--- config.mk ---
export PLATFORM = sky130hd
export DESIGN_NAME = sv_intc
export DESIGN_NICKNAME = d
export VERILOG_FILES = /design/src/rtl/sv_intc_pkg.sv /design/src/rtl/intc_id_capture.sv /design/src/rtl/intc_mask_reg.sv /design/src/rtl/intc_ins_ctrl.sv /design/src/rtl/sv_intc.sv
export SDC_FILE = /design/constraint.sdc
export NUM_CORES = 1
export LEC_CHECK = 0
export BUFFER_PORTS_ARGS = -buffer_cell sky130_fd_sc_hd__buf_2
export CAP_MARGIN = 10
export CORE_MARGIN = 3
export CORE_UTILIZATION = 35
export DETAILED_ROUTE_END_ITERATION = 8
export PLACE_DENSITY = 0.7
export SYNTH_ARGS = -nofsm -noshare
export SYNTH_HDL_FRONTEND = slang
export SYNTH_SLANG_ARGS = --single-unit
--- constraint.sdc ---
create_clock -name clk -period 2.9 [get_ports clk]
set_clock_uncertainty 0.1 [all_clocks]
set_input_delay 0.145 -clock clk [delete_from_list [all_inputs] [get_ports clk]]
set_output_delay 0.145 -clock clk [all_outputs]
set_load 0.05 [all_outputs]
--- src/rtl/sv_intc_pkg.sv ---
package sv_intc_pkg;

  // Request qualification: nothing while in service, nothing when disabled.
  function automatic logic req_eval(input logic any_unmasked,
                                    input logic in_svc,
                                    input logic en);
    return any_unmasked & en & ~in_svc;
  endfunction

  // In-service next state; priority: taken vector, return, software write.
  function automatic logic ins_next(input logic cur,
                                    input logic taken,
                                    input logic ret,
                                    input logic we,
                                    input logic wd);
    logic n;
    if (taken)      n = 1'b1;
    else if (ret)   n = 1'b0;
    else if (we)    n = wd;
    else            n = cur;
    return n;
  endfunction

endpackage

--- src/rtl/intc_id_capture.sv ---
module intc_id_capture #(
  parameter int NUM_SRC = 8
) (
  input  logic               clk,
  input  logic               rst_n,
  input  logic [NUM_SRC-1:0] flag_i,
  output logic [NUM_SRC-1:0] id_q
);
  for (genvar g = 0; g < NUM_SRC; g++) begin : g_bit
    always_ff @(posedge clk or negedge rst_n) begin
      if (!rst_n) id_q[g] <= 1'b0;
      else        id_q[g] <= flag_i[g];
    end
  end
endmodule

--- src/rtl/intc_mask_reg.sv ---
module intc_mask_reg #(
  parameter int NUM_SRC = 8
) (
  input  logic               clk,
  input  logic               rst_n,
  input  logic               we,
  input  logic [NUM_SRC-1:0] wd,
  output logic [NUM_SRC-1:0] mask_q
);
  always_ff @(posedge clk or negedge rst_n) begin
    if (!rst_n)  mask_q <= '0;
    else if (we) mask_q <= wd;
  end
endmodule

--- src/rtl/intc_ins_ctrl.sv ---
module intc_ins_ctrl
  import sv_intc_pkg::*;
(
  input  logic clk,
  input  logic rst_n,
  input  logic taken,
  input  logic ret,
  input  logic we,
  input  logic wd,
  output logic ins_q
);
  logic ins_d;
  always_comb ins_d = ins_next(ins_q, taken, ret, we, wd);
  always_ff @(posedge clk or negedge rst_n) begin
    if (!rst_n) ins_q <= 1'b0;
    else        ins_q <= ins_d;
  end
endmodule

--- src/rtl/sv_intc.sv ---
module sv_intc
  import sv_intc_pkg::*;
#(
  parameter int NUM_SRC = 8
) (
  input  logic               clk,
  input  logic               rst_n,
  input  logic [NUM_SRC-1:0] flag_i,
  input  logic               glb_en_i,
  input  logic               ack_i,
  input  logic               ret_i,
  input  logic               mask_we_i,
  input  logic [NUM_SRC-1:0] mask_wd_i,
  input  logic               ins_we_i,
  input  logic               ins_wd_i,
  output logic               irq_o,
  output logic               vec_taken_o,
  output logic [NUM_SRC-1:0] id_o,
  output logic [NUM_SRC-1:0] mask_o,
  output logic               ins_o
);
  logic [NUM_SRC-1:0] id_q;
  logic [NUM_SRC-1:0] mask_q;
  logic [NUM_SRC-1:0] unmasked;
  logic               any_unmasked;
  logic               ins_q;
  logic               req;
  logic               taken;

  intc_id_capture #(.NUM_SRC(NUM_SRC)) u_id (
    .clk(clk), .rst_n(rst_n), .flag_i(flag_i), .id_q(id_q)
  );

  intc_mask_reg #(.NUM_SRC(NUM_SRC)) u_mask (
    .clk(clk), .rst_n(rst_n), .we(mask_we_i), .wd(mask_wd_i), .mask_q(mask_q)
  );

  always_comb begin
    unmasked     = id_q & mask_q;
    any_unmasked = |unmasked;
    req          = req_eval(any_unmasked, ins_q, glb_en_i);
    taken        = req & ack_i;
  end

  intc_ins_ctrl u_ins (
    .clk(clk), .rst_n(rst_n), .taken(taken), .ret(ret_i),
    .we(ins_we_i), .wd(ins_wd_i), .ins_q(ins_q)
  );

  assign irq_o       = req;
  assign vec_taken_o = taken;
  assign id_o        = id_q;
  assign mask_o      = mask_q;
  assign ins_o       = ins_q;
endmodule

Yosys cells after proc, flatten, opt, wreduce, memory -nomap -nowiden. Cells that the tools add are included.

Register bits after elaboration: 17. Logic and storage cells: 20. Output and inout bits: 19.

Reductions and logical operators: 2. Bitwise gates (word level): 5. Mux-type cells: 3.

Operators by type and width (count): 8-bit AND (1); 8-bit OR reduction (1); 1-bit AND (3); 1-bit 2-to-1 mux (3); 3-bit nonzero test (1); 1-bit NOT (1).

Logic depth before layout (Yosys ltp). Gate-level depths: netlist (run 1).

Word-level depth: 6. Mapped depth: 3.

By module. Synthesis (run 1) repeated with hierarchy kept, for this count alone.

Cells, all modules: 35. Area total of the unflattened synthesis: 634.4 µm².

By module, submodules not included: intc_mask_reg (area each 331.6 µm², seq. area each 200.2 µm², instances 1, cells an instance 17); intc_id_capture (area each 200.2 µm², seq. area each 200.2 µm², instances 1, cells an instance 8); sv_intc (area each 60.1 µm², seq. area each 0.0 µm², instances 1, cells an instance 7); intc_ins_ctrl (area each 42.5 µm², seq. area each 25.0 µm², instances 1, cells an instance 3).

Least setup slack after synthesis (run 1). OpenSTA, ideal clock, no wires.

Path type: reg-to-output. From: register u_mask.mask_q[3]. To: output vec_taken_o. Data required time: 2655 ps. Stages on the path, launching flop included: 4. Slack: 981 ps. Arrival time: 1674 ps. Cell sequence: dfrtp_1 > a22oi_1 > and4_4 > nor2_1.

Word-level cells in the longest chain between the ends: 5.

RTL lines: start, declared (line intc_mask_reg.sv:8) `output logic [NUM_SRC-1:0] mask_q`; start signal, assigned (line intc_mask_reg.sv:12) `else if (we) mask_q <= wd;`; 8-bit AND (line sv_intc.sv:39) `unmasked = id_q & mask_q;`; 8-bit OR reduction (line sv_intc.sv:40) `any_unmasked = |unmasked;`; 1-bit AND (2 in a row) (line sv_intc_pkg.sv:7) `return any_unmasked & en & ~in_svc;`; 1-bit AND (line sv_intc.sv:42) `taken = req & ack_i;`; end, declared (line sv_intc.sv:17) `output logic vec_taken_o,`.

No other way between the ends.

Worst setup path in the final report (run 1).
From: register u_mask.mask_q[1]. To: output irq_o.

Word-level cells in the longest chain between the ends: 4.

RTL lines: 8-bit AND (line sv_intc.sv:39); 8-bit OR reduction (line sv_intc.sv:40); 1-bit AND (2 in a row) (line sv_intc_pkg.sv:7); end, declared (line sv_intc.sv:16) `output logic irq_o,`.

No other way between the ends.

==> flow_metrics.tcl, run 1 <==
set metrics [dict create \
    status "completed" \
    fp.dieH_um 47.68 \
    required_ns 2.65 \
    rsz0062_at_grt "no" \
    syn_inst 36 \
    reg2reg_slack_ns 1.72 \
    die-area_um2 2273 \
    cts_resized 0 \
    report.final.slew_viol_count 0 \
    p_leak_uw 0.0005256 \
    fin_crit_ns 1.674 \
    gp_congestion 0.7022 \
    synth_top_area_cell "dfrtp_1" \
    crit_family "flip-flops" \
    start_kind "flip-flop" \
    yosys_warnings 0 \
    yosysUniqueCellTypes 10 \
    start_util_pct 38.57 \
    cap_violations 0 \
    clk_root_buffer_cell "clkbuf_4" \
    dpl_cell_area_um2 833.3 \
    seq_area_frac_synth_pct 69.96 \
    vdd_ir_drop_max_mv 0.5108 \
    drt_iter0_drc 3 \
    layout.cells.non_filler 115 \
    grt_pass1_wl_um 2256 \
    crit_fanout 3 \
    design_area_um2 1041 \
    cp-end-kind "primary output" \
    synth-edff-count 0 \
    routed_wl_um 1581 \
    clkTransAtPathRegs_ns 0.09 \
    crit_buf_inv 1 \
    ys_ff_latch 17 \
    fin_crit_sh_pct 57.72 \
    syn_to_final_growth_pct 71.19 \
    avgSynthCellArea_um2 16.89 \
    clock_latency_ns 0.28 \
    routedWlPerCell_um 13.75 \
    tightestPinTransition_ns 0.3701 \
    synth_top_area_share_pct 69.96 \
    post_cts_buffers 0 \
    cts.htree.levels 1 \
    cp.depth 4 \
    ff2ff_path_depth 3 \
    hp-start "ins_wd_i" \
    synthTopCellsByCount "dfrtp_1, mux2_2, a22oi_1" \
    cts_tree "built" \
    grt-ovfl-total 0 \
    synth.most_common_cell "dfrtp_1" \
    ys_top_cells_by_area "dfrtp_1, mux2_2, a22oi_1, nor3b_2, o22ai_2" \
    hold_path_end "u_ins.ins_q" \
    syn_area_um2 608.1 \
    grt_use_total_pct 14.61 \
    die_w_um 47.68 \
    cts_hold_buf 17 \
    path_cells "a22oi_1 > and4_4 > nor3b_2 > buf_2" \
    crit_path_max_incr_delay_ns 0.40 \
    drive_gt1_share_pct 57.58 \
    slew_headroom_pct 75.33 \
    finalSetupViolCount 0 \
    rows 14 \
    reg2reg_from "u_mask.mask_q[1]" \
    drt_pass1_iterations 2 \
    antenna_found_initial 0 \
    grt_max_degree 18 \
    cts_buffer_depth 2 \
    n_antenna_cell 0 \
    synthFlopType "dfrtp_1" \
    r2r_end "u_ins.ins_q" \
    dp_cells 93 \
    async_flop_share_pct 100.0 \
    holdPathStages 3 \
    synth_fp_nets 60 \
    layout.nets 124 \
    cts.sinks 17 \
    worstHoldPathType "primary input to flip-flop" \
    numCtsBuffers 3 \
    max_freq_ghz 0.5974 \
    grt_pass1_vias 514 \
    hold_viol 0 \
    pin_count 43 \
    arrival_ns 1.43 \
    total_power_uw 554.9 \
    numPortBuffers 42 \
    pwr_density_cell_nw_per_um2 533.0 \
    ant_nets 0 \
    path_class "flip-flop to primary output" \
    critPathSlowestCell "dfrtp_1" \
    core_area_um2 1577 \
    vias_per_cell 4.765 \
    drc_errors 0 \
    num_vias 548 \
    fin_tns_setup_ns 0 \
]
worst register-to-register path: cells and delay by family (launching register included):
kind	cells	cell delay (ns)
compound gates	2	0.29
flops	1	0.40
simple gates	1	0.28
per-layer routing:
layer	up-vias	track usage [%]	part of all wire, %
met1	261	16.08	36
met2	28	27.18	56
li1	259	-	-
met3	0	5.639	8.6
met4	0	1.613	0
met5	-	0	0
worst max path at each step:
stage	from	end	slack [ns]
6_report	u_mask.mask_q[1]	irq_o	1.23
5_1_grt	u_mask.mask_q[0]	irq_o	1.13
4_1_cts	u_mask.mask_q[1]	irq_o	1.20
3_5_place_dp	u_mask.mask_q[1]	irq_o	1.52
3_3_place_gp	u_mask.mask_q[1]	vec_taken_o	1.54
2_1_floorplan	u_mask.mask_q[3]	vec_taken_o	0.98
cell families (layout without fill, tap and decap cells):
| group | after synthesis | in the layout | share of synthesized area, % |
|---|---|---|---|
| AOI/OAI and AO/OA | 5 | 5 | 6.996 |
| buffers and inverters | 1 | 64 | 0.8223 |
| DFF | 17 | 17 | 69.96 |
| muxes | 9 | 9 | 16.46 |
| and+or+nand+nor | 4 | 4 | 5.761 |
cell type report:
type / instances / area (um^2)
Sequential cell: 17 / 425.4
Multi-Input combinational cell: 18 / 177.7
Fill cell: 127 / 535.5
Clock inverter: 1 / 5.005
Clock buffer: 3 / 22.52
Tap cell: 16 / 20.02
Timing Repair Buffer: 60 / 390.4
power by group:
| part | total (uW) | switching, uW | internal [uW] |
|---|---|---|---|
| combinational | 168 | 108 | 59.8 |
| sequential | 268 | 12.6 | 255 |
| clock | 119 | 68.0 | 51.1 |
| total | 555 | 188 | 366 |
cell usage in the layout, fill, tap and decap left out:
cell / instances
o22ai_2: 1
and4_4: 1
clkinv_2: 1
mux2i_1: 1
nor3b_2: 1
a22oi_1: 4
nor2_1: 1
buf_2: 42
dlygate4sd3_1: 18
mux2_2: 8
nand3b_1: 1
clkbuf_4: 3
dfrtp_1: 17
sequential cells by signal (all words and copies together), names as in the netlist:
| register | count |
|---|---|
| u_id.id_q | 8 |
| u_ins.ins_q | 1 |
| u_mask.mask_q | 8 |
stage by stage:
step,setup WS [ns],hold slack [ns],utilization [%]
finish,1.226,0.05927,66.03
global route,1.130,0.05104,66.03
CTS,1.196,0.005659,65.40
detailed placement,1.522,-0.01729,52.86
global placement,1.535,-0.02027,52.86
floorplan,0.9811,-0.2506,-
No activity file was read; power rests on OpenSTA's default activity.
==> run 2: changes to the inputs <==
Settings changed: CORE_UTILIZATION 35 to 34, PLACE_DENSITY 0.7 to 0.71.
Clock period 2.9 ns to 1.51 ns, I/O delays scaled along.
==> run 2 against run 1 <==
Effect of this change:
- final area up 11%
- hold slack worse by 0.038 ns
- the run now ends with negative setup slack left
- critical endpoint unchanged
- critical path type unchanged
- via count up 5.7%
- clock power up 100%
- combinational power up 110%
- sequential share of layout area down 2.3 points
- core utilization up 6.3 points
- clock-buffer cell count up 1
==> flow_metrics.tcl, run 2 (synthesis gave the netlist of run 1 again) <==
set metrics [dict create \
    core_area_um2 1594 \
    path_cells "a22oi_2 > and4_4 > nor3b_4 > buf_6" \
    slew_headroom_pct 75.35 \
    layout.nets 129 \
    die-area_um2 2332 \
    ff2ff_path_depth 3 \
    numCtsBuffers 3 \
    tightestPinTransition_ns 0.3697 \
    max_freq_ghz 0.6436 \
    rsz0062_at_grt "yes" \
    fin_crit_ns 1.554 \
    cp-end-kind "primary output" \
    nFillCells 107 \
    violations "negative setup slack" \
    pin_count 43 \
    crit_path_max_incr_delay_ns 0.42 \
    drt_pass1_iterations 3 \
    final_cell_mix "buf_2, dlygate4sd3_1, dfrtp_2" \
    hold_path_end "u_ins.ins_q" \
    fin_tns_setup_ns -0.08381 \
    gp_congestion 0.6296 \
    clock_latency_ns 0.29 \
    start_kind "flip-flop" \
    drive_gt1_share_pct 76.92 \
    combPwrFrac_pct 31.5 \
    crit_buf_inv 1 \
    multi_input_area_um2 206.4 \
    largestRegisters "u_id.id_q x8, u_mask.mask_q x8, u_ins.ins_q x1" \
    seq_area_um2 445.4 \
    grt-ovfl-total 0 \
    start_util_pct 38.15 \
    grt_use_total_pct 17.04 \
    cts_tree "built" \
    worst_hold_slack_ns 0.02162 \
    hpwlAfterDp_um 1109 \
    worstHoldPathType "primary input to flip-flop" \
    crit_family "flip-flops" \
    hold_viol 0 \
    p_sw_uw 382.7 \
    finalSetupViolCount 2 \
    p_leak_uw 0.0005334 \
    clkTransAtPathRegs_ns 0.10 \
    switching_share_pct 34.08 \
    syn_to_final_growth_pct 89.71 \
    drt_iter0_drc 2 \
    ant_nets 0 \
    cts_buffer_depth 2 \
    clk_root_buffer_cell "clkbuf_4" \
    fp.dieH_um 48.29 \
    utilization_pct 72.37 \
    die_w_um 48.29 \
    dpl_cell_area_um2 872.1 \
    status "complete, but fails checks" \
    pwr_density_cell_nw_per_um2 973.5 \
    vdd_ir_drop_max_mv 0.7218 \
    grt_pass1_vias 657 \
    vias_per_cell 4.523 \
    final_common_cell "buf_2" \
    design_area_um2 1154 \
    antenna_found_initial 0 \
    cts.sinks 17 \
    crit_fanout 3 \
    cts.htree.levels 1 \
    grt_max_degree 18 \
    power.share.clock_pct 21.4 \
    routed_wl_um 1690 \
    reg2reg_from "u_ins.ins_q" \
    seqPwrFrac_pct 47.1 \
    num_vias 579 \
    holdPathStages 3 \
    p_int_uw 740.4 \
    critPathSlowestCell "dfrtp_2" \
    arrival_ns 1.38 \
    hp-start "ack_i" \
    n_antenna_cell 0 \
    r2r_end "u_ins.ins_q" \
    reg2reg_slack_ns 0.08 \
    numPortBuffers 42 \
    drc_errors 0 \
    report.final.slew_viol_count 0 \
    routedWlPerCell_um 13.20 \
    fin_crit_sh_pct 102.9 \
    cap_violations 0 \
    grt_pass1_wl_um 2601 \
    rows 14 \
    path_class "flip-flop to primary output" \
    required_ns 1.33 \
    fin_ws_ns -0.04371 \
]
-- run 2: cell type report --
cell class	instances	area share, %
flip-flops and latches	17	38.61
repair buffers	65	38.61
multi-input cells	18	17.90
well taps	24	2.603
clock buffers	4	2.278
-- run 2: worst max path at each step --
| stage | startpoint | end | slack (ns) | cells past startpoint |
|---|---|---|---|---|
| after floorplan | u_mask.mask_q[3] | irq_o | -0.03 | 3 |
| after global placement | u_mask.mask_q[1] | irq_o | 0.19 | 4 |
| after detailed placement | u_mask.mask_q[3] | irq_o | 0.18 | 4 |
| after CTS | u_mask.mask_q[4] | irq_o | -0.04 | 4 |
| after global routing | u_mask.mask_q[3] | irq_o | -0.10 | 4 |
| final | u_mask.mask_q[3] | irq_o | -0.04 | 4 |
-- run 2: through the flow --
| stage | instances | power, uW | setup slack, ns |
|---|---|---|---|
| 2_1_floorplan | 36 | 732.6 | -0.02961 |
| 3_3_place_gp | 101 | 819.1 | 0.1877 |
| 3_5_place_dp | 101 | 823.6 | 0.1824 |
| 4_1_cts | 128 | 1125 | -0.04223 |
| 5_1_grt | 128 | 1182 | -0.1047 |
| 6_report | 128 | 1123 | -0.04371 |
-- run 2: worst min-delay path, cell delays in order --
cell and delay (ns):
buf_2 0.09, nand3b_1 0.12, o22ai_2 0.08
-- run 2: power groups by stage --
stage	logic (uW)	registers [uW]	clock network, uW
CTS	355	526	245
floorplan	74.0	659	0
global placement	289	530	0
global route	378	534	270
detailed placement	291	532	0
finish	354	529	241
-- run 2: what timing repair did --
item,in CTS,in global routing
hold buffers,20,0
buffers inserted,3,0
pin swaps,2,0
endpoints found under the hold margin,34,0
setup endpoints to repair,2,2
resized for setup,7,1
-- run 2: per-layer routing --
| layer | track usage (%) | vias to the layer above | share of wire (%) |
|---|---|---|---|
| met3 | 4.797 | 3 | 6.4 |
| met2 | 34.11 | 27 | 60 |
| met1 | 15.65 | 277 | 33 |
| li1 | - | 272 | - |
| met4 | 6.452 | 0 | 1.0 |
| met5 | 0 | - | 0 |
==> run 3: changes to the inputs <==
Settings changed: ABC_AREA set to 1, CAP_MARGIN 10 to unset, CORE_UTILIZATION 34 to 35, PLACE_DENSITY 0.71 to 0.69.
Clock period 1.51 ns to 1.91 ns, I/O delays scaled along.
==> run 3 against run 2 <==
Effect of this change:
- the flow now finishes without violations
- largest cell class unchanged
- core utilization shrank 8.7 points
- largest power group unchanged
- critical path type unchanged
- sequential share of layout area shrank 0.32 points
- clock power shrank 22%
==> flow_metrics.tcl, run 3 <==
set metrics [dict create \
    synth.most_common_cell "dfrtp_1" \
    syn_inst 51 \
    vias_per_cell 4.199 \
    crit_fanout 3 \
    fin_tns_setup_ns 0 \
    report.final.slew_viol_count 0 \
    cp-end-kind "primary output" \
    die_w_um 49.24 \
    arrival_ns 1.32 \
    numCtsBuffers 3 \
    cts_tree "built" \
    slew_headroom_pct 74.96 \
    start_util_pct 37.49 \
    drc_errors 0 \
    post_cts_buffers 0 \
    final_common_cell "buf_2" \
    grt_use_total_pct 14.03 \
    fp.dieH_um 49.24 \
    grtUsageMet2_pct 23.44 \
    dpl_cell_area_um2 884.6 \
    vdd_ir_drop_max_mv 0.4412 \
    synth-edff-count 0 \
    total_power_uw 860.5 \
    cts_buffer_depth 2 \
    fin_crit_ns 1.520 \
    drt_pass1_iterations 4 \
    synth_top_area_cell "dfrtp_1" \
    largestRegisters "u_id.id_q x8, u_mask.mask_q x8, u_ins.ins_q x1" \
    p_sw_uw 292.5 \
    finalSetupViolCount 0 \
    synth_xor_area_share_pct 0 \
    cap_violations 0 \
    cts_resized 0 \
    n_antenna_cell 0 \
    ys_top_cells_by_area "dfrtp_1, mux2_4, nand2_1, inv_1, buf_6" \
    synthTopCellsByCount "dfrtp_1, nand2_1, mux2_4" \
    grt_pass1_wl_um 2649 \
    seq_area_frac_synth_pct 65.01 \
    clkTransAtPathRegs_ns 0.09 \
    avgSynthCellArea_um2 12.83 \
    critPathSlowestCell "dfrtp_1" \
    routedWlPerCell_um 11.15 \
    synthMuxAreaShare_pct 18.36 \
    ant_nets 0 \
    pin_count 43 \
    tightestPinTransition_ns 0.3757 \
    grt_pass1_vias 638 \
    cpMostUsedCell "nand2_1" \
    rsz0062_at_grt "no" \
    rows 15 \
    async_flop_share_pct 100.0 \
    p_leak_uw 0.0006104 \
    clock_latency_ns 0.28 \
    grt_max_degree 18 \
    layout.nets 141 \
    fin_crit_sh_pct 79.59 \
    fin_ws_ns 0.3898 \
    design_area_um2 1111 \
    final_cell_mix "buf_2, dlygate4sd3_1, dfrtp_1" \
    numPortBuffers 42 \
    grt_use_met3_pct 4.281 \
    post-place-ws_ns 0.6890 \
    core_area_um2 1745 \
    drive_gt1_share_pct 45.69 \
    cts.htree.levels 1 \
    synth_fp_nets 75 \
    routed_wl_um 1572 \
    yosysUniqueCellTypes 9 \
    drt_iter0_drc 2 \
    status "completed" \
    hpwlAfterDp_um 1030 \
    grt-ovfl-total 0 \
    num_vias 592 \
    crit_path_max_incr_delay_ns 0.41 \
    path_class "flip-flop to primary output" \
    combPwrFrac_pct 31.1 \
    max_freq_ghz 0.6578 \
    start_kind "flip-flop" \
    use_met1_pct 17.19 \
    path_cells "nand2_1 > nand2_1 > nor2_1 > nand2_1 > nand3_1 > inv_1 > buf_2" \
    power.share.clock_pct 21.7 \
    synth_compound_area_share_pct 1.530 \
    syn_to_final_growth_pct 69.79 \
    cts.sinks 17 \
    yosys_warnings 0 \
    synthFlopType "dfrtp_1" \
    worstHoldPathType "primary input to flip-flop" \
    synth_top_area_share_pct 65.01 \
    die-area_um2 2425 \
    synthAdderAreaFrac_pct 0 \
    antenna_found_initial 0 \
    clk_root_buffer_cell "clkbuf_4" \
    p_int_uw 568.1 \
    required_ns 1.71 \
    busiest_layer "met2" \
    cts_hold_buf 20 \
    syn_area_um2 654.4 \
    seqPwrFrac_pct 47.2 \
    switching_share_pct 33.99 \
    hold_viol 0 \
    gp_congestion 0.6099 \
    pwr_density_cell_nw_per_um2 774.5 \
    synth_top_family_by_area "multiplexers" \
    ys_ff_latch 17 \
    synthSimpleGateAreaFrac_pct 11.09 \
]
-- run 3: cell types whose count changed in the layout (fill, tap and decap cells not counted), sizes merged, moves of 2 or more --
cell,previous run,this run
nand2,0,15
nor2,1,3
inv,0,4
buf,45,42
a22oi,4,0
-- run 3: layer usage --
layer  vias up  routed length [um]
li1        292                   -
met5         -                   0
met1       272                 660
met4         0                   0
met3         0                 146
met2        28                 764
-- run 3: kinds of logic after synthesis --
kind of cell | after synthesis
flip-flops | 17
AO/OA/AOI/OAI | 2
AND/OR/NAND/NOR | 19
multiplexers | 8
buffers and inverters | 5
-- run 3: through the flow --
step | instances | util, % | hold WS (ns)
detailed placement | 117 | 50.68 | -0.06378
CTS | 141 | 63.66 | 0.06806
global route | 141 | 63.66 | 0.09022
global placement | 117 | 50.68 | -0.07032
floorplan | 51 | - | -0.3001
finish | 141 | 63.66 | 0.07380
-- run 3: path summary, 6_finish.rpt --
kind                            slack, ns              from               end  cells after the start
worst max-delay path                 0.39  u_mask.mask_q[4]       vec_taken_o                      7
worst min-delay path                 0.07          glb_en_i       u_ins.ins_q                      5
worst max register to register       0.55       u_ins.ins_q       u_ins.ins_q                      3
worst min register to register       0.44  u_mask.mask_q[5]  u_mask.mask_q[5]                      1
max in group asynchronous            1.29             rst_n      u_id.id_q[7]                      2
min in group asynchronous            0.15             rst_n      u_id.id_q[0]                      2
-- run 3: power by group through the flow --
| stage | Combinational (uW) | Clock [uW] | Sequential (uW) |
|---|---|---|---|
| 2_1_floorplan | 66.4 | 0 | 513 |
| 3_3_place_gp | 234 | 0 | 412 |
| 3_5_place_dp | 236 | 0 | 413 |
| 4_1_cts | 268 | 195 | 407 |
| 5_1_grt | 284 | 210 | 411 |
| 6_report | 267 | 187 | 406 |
-- run 3: worst max-delay path, delay by kind of cell (launching register included) --
family	cells	cell delay, ns
buffers and inverters	2	0.25
flip-flops	1	0.41
AND/OR/NAND/NOR	5	0.40
-- run 3: layout make-up --
cell class,instances,area [um^2]
multi-input combinational,29,202.7
tap,25,31.28
sequential,17,425.4
timing repair buffer,62,410.4
clock buffer,4,26.28
fill,144,634.4
inverter,4,15.01
